--- src/rtl/pe_vsc_pkg.sv ---
// Shared types for the pre-error voltage controller.
// Assumes: nothing beyond standard SystemVerilog.
package pe_vsc_pkg;
    // Decision taken at the end of an observation window
    typedef enum logic [1:0] {
        ACT_HOLD = 2'd0,
        ACT_DOWN = 2'd1,
        ACT_UP   = 2'd2
    } step_act_t;
endpackage

--- src/rtl/pe_detect.sv ---
// Per-endpoint mismatch detection between the normal and shadow captures,
// OR-reduced to one flag per cycle.
// Assumes: both capture bits are already in this clock domain.
module pe_detect #(
    parameter int N_MON = 4
) (
    input  logic [N_MON-1:0] mon_main,
    input  logic [N_MON-1:0] mon_shadow,
    output logic             any_flag
);
    logic [N_MON-1:0] mismatch;

    genvar gi;
    generate
        for (gi = 0; gi < N_MON; gi++) begin : g_ep
            // one compare per monitored endpoint
            assign mismatch[gi] = mon_main[gi] ^ mon_shadow[gi];
        end
    endgenerate

    // any endpoint mismatching counts once this cycle
    assign any_flag = |mismatch;
endmodule

--- src/rtl/pe_window.sv ---
// Observation window: counts cycles up to win_len and accumulates the
// per-cycle flag in a saturating counter. Reports the end of window and
// the total including the last cycle's flag.
// Assumes: run low clears the window; win_len of 0 behaves as 1.
module pe_window #(
    parameter int CW  = 4,
    parameter int WLW = 8
) (
    input  logic           clk,
    input  logic           rst_n,
    input  logic           run,
    input  logic           flag,
    input  logic [WLW-1:0] win_len,
    output logic           win_end,
    output logic [CW-1:0]  win_total
);
    localparam logic [CW-1:0] CMAX = '1;

    logic [WLW-1:0] wcnt;
    logic [CW-1:0]  pcnt;
    logic [WLW:0]   wnext;
    logic           last;

    // position of the next cycle and end-of-window test
    always_comb begin
        wnext = {1'b0, wcnt} + {{WLW{1'b0}}, 1'b1};
        last  = (wnext >= {1'b0, win_len});
    end

    // saturating total including this cycle
    assign win_total = (flag && (pcnt != CMAX)) ? pcnt + 1'b1 : pcnt;
    assign win_end   = run && last;

    // window position and count registers
    always_ff @(posedge clk) begin
        if (!rst_n || !run || last) begin
            wcnt <= '0;
            pcnt <= '0;
        end else begin
            wcnt <= wnext[WLW-1:0];
            pcnt <= win_total;
        end
    end
endmodule

--- src/rtl/pe_stepper.sv ---
// Voltage code stepper: window decision with hysteresis and clamps,
// software override, and the settle/ready handshake that blanks counting.
// Assumes: win_end only pulses while not busy, enabled and not overridden.
module pe_stepper
    import pe_vsc_pkg::*;
#(
    parameter int VW     = 6,
    parameter int CW     = 4,
    parameter int HW     = 3,
    parameter int SETTLE = 4,
    parameter int VMIN   = 8,
    parameter int VMAX   = 40,
    parameter int VSTEP  = 1
) (
    input  logic          clk,
    input  logic          rst_n,
    input  logic          enable,
    input  logic          ovr_en,
    input  logic [VW-1:0] ovr_code,
    input  logic          win_end,
    input  logic [CW-1:0] win_total,
    input  logic [CW-1:0] err_thresh,
    input  logic [HW-1:0] hyst_k,
    input  logic          reg_ready,
    output logic [VW-1:0] vcode,
    output logic          busy,
    output logic          step_dir
);
    localparam int SW = $clog2(SETTLE + 1);
    localparam logic [VW-1:0] LO = VW'(VMIN);
    localparam logic [VW-1:0] HI = VW'(VMAX);
    localparam logic [SW-1:0] SDONE = SW'(SETTLE);

    logic [HW-1:0] clean, clean_nxt;
    logic [SW-1:0] scnt;
    logic [VW-1:0] want, dn_code, up_code, ovr_clamped;
    logic [VW:0]   up_sum;
    logic [HW:0]   kmin, clean_inc;
    step_act_t     act;

    // clamped neighbour codes and override value
    always_comb begin
        up_sum      = {1'b0, vcode} + (VW+1)'(VSTEP);
        up_code     = (up_sum > {1'b0, HI}) ? HI : up_sum[VW-1:0];
        dn_code     = (vcode >= VW'(VMIN + VSTEP)) ? vcode - VW'(VSTEP) : LO;
        ovr_clamped = (ovr_code < LO) ? LO : ((ovr_code > HI) ? HI : ovr_code);
        kmin        = (hyst_k == '0) ? (HW+1)'(1) : {1'b0, hyst_k};
        clean_inc   = {1'b0, clean} + (HW+1)'(1);
    end

    // window decision and hysteresis run
    always_comb begin
        act       = ACT_HOLD;
        clean_nxt = clean;
        if (ovr_en || !enable) begin
            clean_nxt = '0;
        end else if (win_end) begin
            if (win_total == '0) begin
                if (clean_inc >= kmin) begin
                    act       = ACT_DOWN;
                    clean_nxt = '0;
                end else begin
                    clean_nxt = clean_inc[HW-1:0];
                end
            end else begin
                clean_nxt = '0;
                if (win_total > err_thresh) act = ACT_UP;
            end
        end
    end

    // next code from override or decision
    always_comb begin
        if (ovr_en) begin
            want = ovr_clamped;
        end else begin
            case (act)
                ACT_DOWN: want = dn_code;
                ACT_UP:   want = up_code;
                default:  want = vcode;
            endcase
        end
    end

    // code, handshake and settle timer registers
    always_ff @(posedge clk) begin
        if (!rst_n) begin
            vcode    <= HI;
            busy     <= 1'b0;
            step_dir <= 1'b0;
            scnt     <= '0;
            clean    <= '0;
        end else begin
            clean <= clean_nxt;
            if (want != vcode) begin
                vcode    <= want;
                step_dir <= (want > vcode);
                busy     <= 1'b1;
                scnt     <= '0;
            end else if (busy) begin
                if (scnt == SDONE && reg_ready) busy <= 1'b0;
                else if (scnt != SDONE)         scnt <= scnt + 1'b1;
            end
        end
    end
endmodule

--- src/rtl/pe_vscale_ctrl.sv ---
// Top of the pre-error driven voltage controller: detection, window
// counting and stepping, plus the derived frequency target.
// Assumes: regulator raises reg_ready once it has reached vcode.
module pe_vscale_ctrl #(
    parameter int N_MON  = 4,
    parameter int VW     = 6,
    parameter int CW     = 4,
    parameter int WLW    = 8,
    parameter int HW     = 3,
    parameter int FW     = 10,
    parameter int SETTLE = 4,
    parameter int VMIN   = 8,
    parameter int VMAX   = 40,
    parameter int VSTEP  = 1,
    parameter int FBASE  = 100,
    parameter int FSTEP  = 12
) (
    input  logic             clk,
    input  logic             rst_n,
    input  logic             enable,
    input  logic             ovr_en,
    input  logic [VW-1:0]    ovr_code,
    input  logic [WLW-1:0]   win_len,
    input  logic [CW-1:0]    err_thresh,
    input  logic [HW-1:0]    hyst_k,
    input  logic [N_MON-1:0] mon_main,
    input  logic [N_MON-1:0] mon_shadow,
    input  logic             reg_ready,
    output logic [VW-1:0]    vcode,
    output logic             step_req,
    output logic             step_dir,
    output logic [FW-1:0]    freq_target
);
    logic          any_flag, run, win_end, busy;
    logic [CW-1:0] win_total;

    // counting runs only when enabled, not forced and not settling
    assign run = enable && !ovr_en && !busy;

    pe_detect #(.N_MON(N_MON)) u_det (
        .mon_main  (mon_main),
        .mon_shadow(mon_shadow),
        .any_flag  (any_flag)
    );

    pe_window #(.CW(CW), .WLW(WLW)) u_win (
        .clk      (clk),
        .rst_n    (rst_n),
        .run      (run),
        .flag     (any_flag),
        .win_len  (win_len),
        .win_end  (win_end),
        .win_total(win_total)
    );

    pe_stepper #(
        .VW(VW), .CW(CW), .HW(HW), .SETTLE(SETTLE),
        .VMIN(VMIN), .VMAX(VMAX), .VSTEP(VSTEP)
    ) u_step (
        .clk       (clk),
        .rst_n     (rst_n),
        .enable    (enable),
        .ovr_en    (ovr_en),
        .ovr_code  (ovr_code),
        .win_end   (win_end),
        .win_total (win_total),
        .err_thresh(err_thresh),
        .hyst_k    (hyst_k),
        .reg_ready (reg_ready),
        .vcode     (vcode),
        .busy      (busy),
        .step_dir  (step_dir)
    );

    // handshake and frequency target follow the stepper
    assign step_req    = busy;
    assign freq_target = FW'(FBASE) + FW'(vcode) * FW'(FSTEP);
endmodule

--- config.mk ---
export PLATFORM = sky130hd
export DESIGN_NAME = pe_vscale_ctrl
export DESIGN_NICKNAME = d
export VERILOG_FILES = /design/src/rtl/pe_vsc_pkg.sv /design/src/rtl/pe_detect.sv /design/src/rtl/pe_window.sv /design/src/rtl/pe_stepper.sv /design/src/rtl/pe_vscale_ctrl.sv
export SDC_FILE = /design/constraint.sdc
export NUM_CORES = 1
export LEC_CHECK = 0
export ABC_CLOCK_PERIOD_IN_PS = 5400
export BUFFER_PORTS_ARGS = -buffer_cell sky130_fd_sc_hd__buf_2
export CAP_MARGIN = 20
export CORE_MARGIN = 5
export CORE_UTILIZATION = 45
export DETAILED_ROUTE_END_ITERATION = 10
export PLACE_DENSITY = 0.74
export SLEW_MARGIN = 10
export SYNTH_ARGS = -nofsm -noshare
export SYNTH_HDL_FRONTEND = slang
export SYNTH_SLANG_ARGS = --single-unit
export TNS_END_PERCENT = 5
--- constraint.sdc ---
create_clock -name clk -period 5.4 [get_ports clk]
set_clock_uncertainty 0.05 [all_clocks]
set_input_delay 0.54 -clock clk [delete_from_list [all_inputs] [get_ports clk]]
set_output_delay 0.54 -clock clk [all_outputs]
set_load 0.05 [all_outputs]
### Word-level counts from Yosys, hierarchy flattened

Index checks and enable logic that the tools add are counted.

| word-level totals | value |
|---|---|
| flip-flop bits (word level) | 26 |
| input port bits | 34 |
| output and inout port bits | 18 |
| logic and storage cells | 72 |

| operators by class | value |
|---|---|
| add/subtract/negate cells | 7 |
| multipliers | 1 |
| magnitude comparators | 8 |
| eq/ne operators | 6 |
| mux-type cells | 18 |
| bitwise operators | 6 |
| reduce and logical (&&, ||, !) cells | 19 |

Operator list:

| cell | number |
|---|---|
| 6-bit two-way mux | 5 |
| 6-bit case mux with 2 select lines | 1 |
| 7-bit by 10-bit adder with 10-bit output, first input constant | 1 |
| 8-bit by 1-bit adder with 9-bit output, second input constant | 1 |
| 9-bit by 8-bit >= comparator with 1-bit output | 1 |
| 3-bit two-way mux | 3 |
| 6-bit by 2-bit multiplier with 8-bit output, second input constant | 1 |
| 2-bit two-way mux | 4 |
| 6-bit by 1-bit adder with 7-bit output, second input constant | 1 |
| 7-bit by 6-bit > comparator with 1-bit output, second input constant | 1 |
| 6-bit by 4-bit >= comparator with 1-bit output, second input constant | 1 |
| 6-bit > comparator | 1 |
| 6-bit > comparator, second input constant | 1 |
| 6-bit by 4-bit < comparator with 1-bit output, second input constant | 1 |
| 6-bit inequality test | 1 |
| 6-bit by 1-bit subtractor with 6-bit output, second input constant | 1 |
| 1-bit logical AND | 5 |
| 1-bit zero test | 5 |
| 3-bit by 1-bit adder with 4-bit output, second input constant | 1 |
| 4-bit by 1-bit adder with 4-bit output, second input constant | 1 |
| 4-bit >= comparator | 1 |
| 4-bit > comparator | 1 |
| 4-bit zero test | 1 |
| 1-bit two-way mux | 4 |
| 14 further kinds | 21 |

### Depth between registers and ports, before layout

| logic depth | value |
|---|---|
| word-level depth | 14 |
| mapped depth | 25 |
| depth with buffers taken out | 25 |

### Modules after synthesis

From an unflattened synthesis, not the netlist that was laid out.

| second synthesis, totals | value |
|---|---|
| cell total of the unflattened synthesis | 366 |
| area, all modules | 3005.4 um^2 |

By module, submodules not included:

| module | times used | cells each | area an instance (um^2) | sequential area each (um^2) |
|---|---|---|---|---|
| pe_stepper | 1 | 225 | 1707.9 | 280.3 |
| pe_window | 1 | 79 | 802.0 | 240.2 |
| pe_vscale_ctrl | 1 | 57 | 454.2 | 0.0 |
| pe_detect | 1 | 5 | 41.3 | 0.0 |

### Worst setup path after synthesis

Ideal clock, no wire load.

| timing path | value |
|---|---|
| path kind | reg2reg |
| start | reg u_win.wcnt[0] |
| end | reg u_step.vcode[3] |
| setup time | 0.114 ns |
| arrival | 4.678 ns |
| required time | 5.236 ns |
| slack | 0.558 ns |
| stages on the path, launching flop included | 25 |
| buffers on the path | 2 |
| period minus slack after synthesis | 4.842 ns |
| path through | dfxtp_1 ha_1 nand3_1 nor2_1 xor2_1 ha_1 a21oi_1 o22ai_1 a311o_1 o21ai_0 or3_1 inv_1 ha_1 clkbuf_1 inv_1 a41oi_1 o21ai_0 a32oi_1 nand2_1 ha_1 and4_1 nand3_1 clkbuf_1 o21ai_0 a21o_1 |

| between the ends | value |
|---|---|
| word-level cells in the longest chain between the ends | 9 |
| elaborated cells between the ends (all ways) | 10 |
| those cells by class | 1 x add/sub; 1 x order compare; 3 x eq/ne; 4 x mux; 1 x reduce/logical |

RTL lines:

| element | RTL line | text |
|---|---|---|
| start, declared | pe_window.sv:19 | `logic [WLW-1:0] wcnt;` |
| start signal, assigned | pe_window.sv:40 | `wcnt <= wnext[WLW-1:0];` |
| 8-bit by 1-bit adder with 9-bit output (*) | pe_window.sv:26 | `wnext = {1'b0, wcnt} + {{WLW{1'b0}}, 1'b1};` |
| via u_win.wnext[6] | pe_window.sv:21 | `logic [WLW:0] wnext;` |
| 9-bit by 8-bit >= comparator with 1-bit output (*) | pe_window.sv:27 | `last = (wnext >= {1'b0, win_len});` |
| 1-bit logical AND (*) | pe_window.sv:32 | `assign win_end = run && last;` |
| 2-bit two-way mux (*) | pe_stepper.sv:57 | `end else if (win_end) begin` |
| 2-bit two-way mux (*) | pe_stepper.sv:55 | `if (ovr_en \|\| !enable) begin` |
| 2-bit == test or 2-bit by 1-bit == test with 1-bit output (tied branches) | pe_stepper.sv:77 | `case (act)` |
| 6-bit case mux with 2 select lines (*) | pe_stepper.sv:77 |  |
| 6-bit two-way mux (*) | pe_stepper.sv:74 | `if (ovr_en) begin` |
| via u_step.want[2] | pe_stepper.sv:36 | `logic [VW-1:0] want, dn_code, up_code, ovr_clamped;` |
| 6-bit inequality test (*) | pe_stepper.sv:95 | `if (want != vcode) begin` |
| end signal, assigned | pe_stepper.sv:96 | `vcode <= want;` |
| end, declared | pe_stepper.sv:25 | `output logic [VW-1:0] vcode,` |

The timed path passes the listed nets; every way through them passes the cells marked *.
A chain may end at the register's enable or synchronous reset.

### Worst setup path in the final report

| timing path | value |
|---|---|
| start | reg u_win.wcnt[0] |
| end | reg u_step.step_dir |

| between the ends | value |
|---|---|
| word-level cells in the longest chain between the ends | 9 |
| elaborated cells between the ends (all ways) | 11 |
| those cells by class | 1 x add/sub; 2 x order compare; 3 x eq/ne; 4 x mux; 1 x reduce/logical |

RTL lines:

| element | RTL line | text |
|---|---|---|
| 8-bit by 1-bit adder with 9-bit output (*) | pe_window.sv:26 |  |
| via u_win.wnext[6] | pe_window.sv:21 |  |
| 9-bit by 8-bit >= comparator with 1-bit output (*) | pe_window.sv:27 |  |
| 1-bit logical AND (*) | pe_window.sv:32 |  |
| 2-bit two-way mux (*) | pe_stepper.sv:57 |  |
| 2-bit two-way mux (*) | pe_stepper.sv:55 |  |
| 2-bit == test or 2-bit by 1-bit == test with 1-bit output (tied branches) | pe_stepper.sv:77 |  |
| 6-bit case mux with 2 select lines (*) | pe_stepper.sv:77 |  |
| 6-bit two-way mux (*) | pe_stepper.sv:74 |  |
| via u_step.want[2] | pe_stepper.sv:36 |  |
| 6-bit > comparator or 6-bit inequality test (tied branches) | pe_stepper.sv:97, pe_stepper.sv:95 |  |
| end signal, assigned | pe_stepper.sv:97 | `step_dir <= (want > vcode);` |
| end, declared | pe_stepper.sv:27 | `output logic step_dir` |

Marks and branches as above.

==> qor.tcl <==
set qor(syn2layout_area_growth_pct) 13.6
set qor(drt-initial-drc-count) 97
set qor(post_cts.resized_instances) 0
set qor(top_reg_cell_synth) {dfxtp_1}
set qor(worst_setup_path_end_kind) {flip-flop}
set qor(detail_route.drc_violations) 0
set qor(clock_insertion_delay_worst_skew_ps) 280
set qor(peak_ir_drop_on_the_vdd_network_v) 0.000371
set qor(synth.ff_latch_count) 26
set qor(crit-reg2reg-launch) {u_win.wcnt[0]}
set qor(synth_sequential_area_ratio_pct) 18.4
set qor(core_region_area_um2) 6240
set qor(post_cts_hold_buffer_count) 0
set qor(setup_viol) 0
set qor(worst-path-max-fanout) 7
set qor(holdWs_ps) 457
set qor(power.internal_uw) 447
set qor(post-dp-hpwl_mm) 5.38
set qor(synth_async_sr_flop_share_pct) 0
set qor(num-nets-final) 481
set qor(start_kind) {flip-flop}
set qor(seq_power_share_pct) 26.3
set qor(data_arrival_time_of_the_critical_path_ps) 5090
set qor(clockBufferDepth) 2
set qor(synth.avg_cell_area_um2) 7.98
set qor(dpl.cell_count) 475
set qor(globalplace.congestion) 0.938
set qor(groute.usage.overall_pct) 17.8
set qor(die_height_um) 89.3
set qor(floorplan.rows) 29
set qor(cts_inserted_buffers) 3
set qor(drt_pass1_iterations) 4
set qor(timing_max_transition_violations_final) 0
set qor(grt_setup_unrepaired) {false}
set qor(grt_pass1_vias) 2654
set qor(post_drt_via_cell_ratio) 5.54
set qor(netlist.area_leader.share_pct) 19.0
set qor(hold_viol_final) 0
set qor(hold_start) {u_win.wcnt[0]}
set qor(fp.dieArea_um2) 7980
set qor(hold-path-endpoint) {u_win.wcnt[0]}
set qor(comb_power_share_pct) 53.9
set qor(antenna_violating_nets_post_route) 0
set qor(die_w_um) 89.3
set qor(r2r.worst_path.cells) 22
set qor(report.power.total_uw) 846
set qor(crit_required_ps) 5530
set qor(final_cell_count_no_fill) 479
set qor(grt_pass1_wl_mm) 11.6
set qor(globalRouteOverflowTotal) 0
set qor(ctsRootBufferMaster) {clkbuf_8}
set qor(static-leakage-power_nw) 1.53
set qor(clkPwrFrac_pct) 19.8
set qor(avgRoutedWirePerCell_um) 13.8
set qor(ios) 52
set qor(tns_ps) 0
set qor(syn_area_um2) 2830
set qor(critical_path.reg2reg.endpoint) {u_step.step_dir}
set qor(total_switching_power_uw) 399
set qor(path_class) {reg -> reg}
set qor(fin_crit_sh_pct) 91.8
set qor(io_buffers) 49
set qor(post_synth_edffs) 0
set qor(clkSlewWorstSetupHoldPaths_ps) 100
set qor(postLayoutCellArea_um2) 3220
set qor(powerDensity_nw_per_um2) 263
set qor(synth_largest_area_cell) {ha_1}
set qor(rrSetupSlack_ps) 440
set qor(syn_inst) 355
set qor(worst_pin_slew_ps) 552
set qor(final_period_minus_worst_setup_slack_ps) 4960
set qor(yosys_warnings) 0
set qor(maxCapViolCount) 0
set qor(cts_tree) {done}
set qor(routed-via-count) 2654
set qor(largest_net_degree_at_the_start_of_global_routing) 16
set qor(yosys-top-cells-area) {ha_1 19%, dfxtp_1 18%, inv_1 4.0%, xnor2_1 3.7%, xor2_1 3.7%}
set qor(antenna_found_initial) 0
set qor(timing.fmax_ghz) 0.202
set qor(netlist-cell-type-count) 73
set qor(status) {complete, no violations}
set qor(timing.hold.worst.class) {reg -> reg}
set qor(clock_tree.htree_level_count) 1
set qor(initial_core_util_pct) 45.4
set qor(totalWireLength_mm) 6.62
set qor(diode_insertion_count_for_antenna_repair) 0
set qor(relSlewSlack_pct) 63.2
set qor(clock_sinks) 26
set qor(worstHoldPathCells) 1
set qor(switching_share_pct) 47.2
set qor(postCtsSetupBuffers) 0
set qor(dpl-instance-area_um2) 3150
set qor(post_route_cells_drive_above_1_share_pct) 20.1
==> logic make-up after synthesis <==
logic type | after synthesis | share of synthesized area (%)
mux | 4 | 1.50
compound gates | 92 | 23.0
fa+ha+maj | 44 | 19.7
buf+inv | 44 | 6.71
xor+xnor | 24 | 7.42
other cells | 1 | 0.132
simple gates | 120 | 23.2
flops | 26 | 18.4
==> cell usage in the layout (no fill, tap or decap), types with 5 or more instances in the layout <==
cell	Yosys	layout
a21boi_0	5	5
a21o_1	5	5
a21oi_1	19	19
a31oi_1	5	5
buf_2	2	49
buf_4	4	5
dfxtp_1	26	26
ha_1	43	43
inv_1	30	30
nand2_1	20	20
nand2b_1	6	6
nand3_1	17	17
nor2_1	27	27
nor2b_1	6	6
nor2b_2	6	6
nor3_1	9	9
o21ai_0	19	18
xnor2_1	12	12
xor2_1	12	12
==> cells in the mapped netlist, types with 3 or more instances <==
| cell | n |
|---|---|
| ha_1 | 43 |
| inv_1 | 30 |
| nor2_1 | 27 |
| dfxtp_1 | 26 |
| nand2_1 | 20 |
| a21oi_1 | 19 |
| o21ai_0 | 19 |
| nand3_1 | 17 |
| xnor2_1 | 12 |
| xor2_1 | 12 |
| nor3_1 | 9 |
| nand2b_1 | 6 |
| nor2b_1 | 6 |
| nor2b_2 | 6 |
| a21boi_0 | 5 |
| a21o_1 | 5 |
| a31oi_1 | 5 |
| clkbuf_1 | 5 |
| a211oi_1 | 4 |
| and3_1 | 4 |
| buf_4 | 4 |
| o211ai_1 | 4 |
| or3_1 | 4 |
| nor3b_1 | 3 |
==> cell type report <==
type | count | area (µm²)
Fill cell | 623 | 3020
Multi-Input combinational cell | 286 | 2130
Sequential cell | 26 | 520
Timing Repair Buffer | 54 | 283
Inverter | 32 | 120
Tap cell | 77 | 96.3
Clock buffer | 3 | 41.3
Clock inverter | 1 | 30.0
==> flip-flops by register name, summed over array words and instances (netlist names) <==
register,count
u_step.vcode,6
u_win.pcnt,4
u_step.clean,3
u_step.scnt,3
u_step.step_dir,1
u_win.wcnt,8
u_step.busy,1
==> power by group through the flow <==
stage               clock (mW)  combinational [mW]  sequential, mW
floorplan                    0               0.335           0.250
global placement             0               0.449           0.226
detailed placement           0               0.455           0.227
CTS                      0.174               0.457           0.222
global route             0.179               0.498           0.225
finish                   0.167               0.456           0.222
==> metrics by stage <==
stage / utilization [%] / worst slack, ps
finish: 51.6 / 442
global route: 51.6 / 13.5
CTS: 51.5 / 358
detailed placement: 50.4 / 323
global placement: 50.4 / 539
floorplan: - / 558
==> metal layers <==
metal  wire [µm]  share of wire, %  vias up  global-route usage, %
met5           0                 0        -                      0
met4          82               1.2        0                   4.60
met3         317               4.8        8                   2.30
met2        3120                47       60                   31.3
met1        3110                47     1223                   22.9
li1            -                 -     1363                      -
==> worst max-delay path, stage by stage, from the launching register on <==
cell and delay (ps):
dfxtp_1 430, ha_1 240, nand3_1 130, nor2_1 150, xor2_1 90, ha_1 300, nand3_1 120, nor3_1 260
o21ai_1 160, or4_1 560, ha_1 380, nand3b_1 200, a2111oi_1 310, a41oi_1 90, o21ai_0 120, a32oi_1 140
nand2_1 100, ha_1 220, and4_1 200, nand3_1 170, buf_4 190, nand4b_1 110, o211a_1 140
==> worst max-delay path by stage <==
stage                        from         endpoint  slack [ps]  depth (start not counted)
floorplan           u_win.wcnt[0]  u_step.vcode[3]         560                         24
global placement    mon_shadow[0]  u_step.vcode[3]         540                         26
detailed placement  mon_shadow[0]  u_step.vcode[3]         320                         26
CTS                 u_win.wcnt[0]  u_step.step_dir         360                         24
global route        u_win.wcnt[0]  u_step.vcode[1]          10                         24
finish              u_win.wcnt[0]  u_step.step_dir         440                         22
(Power assumes the default switching activity.)
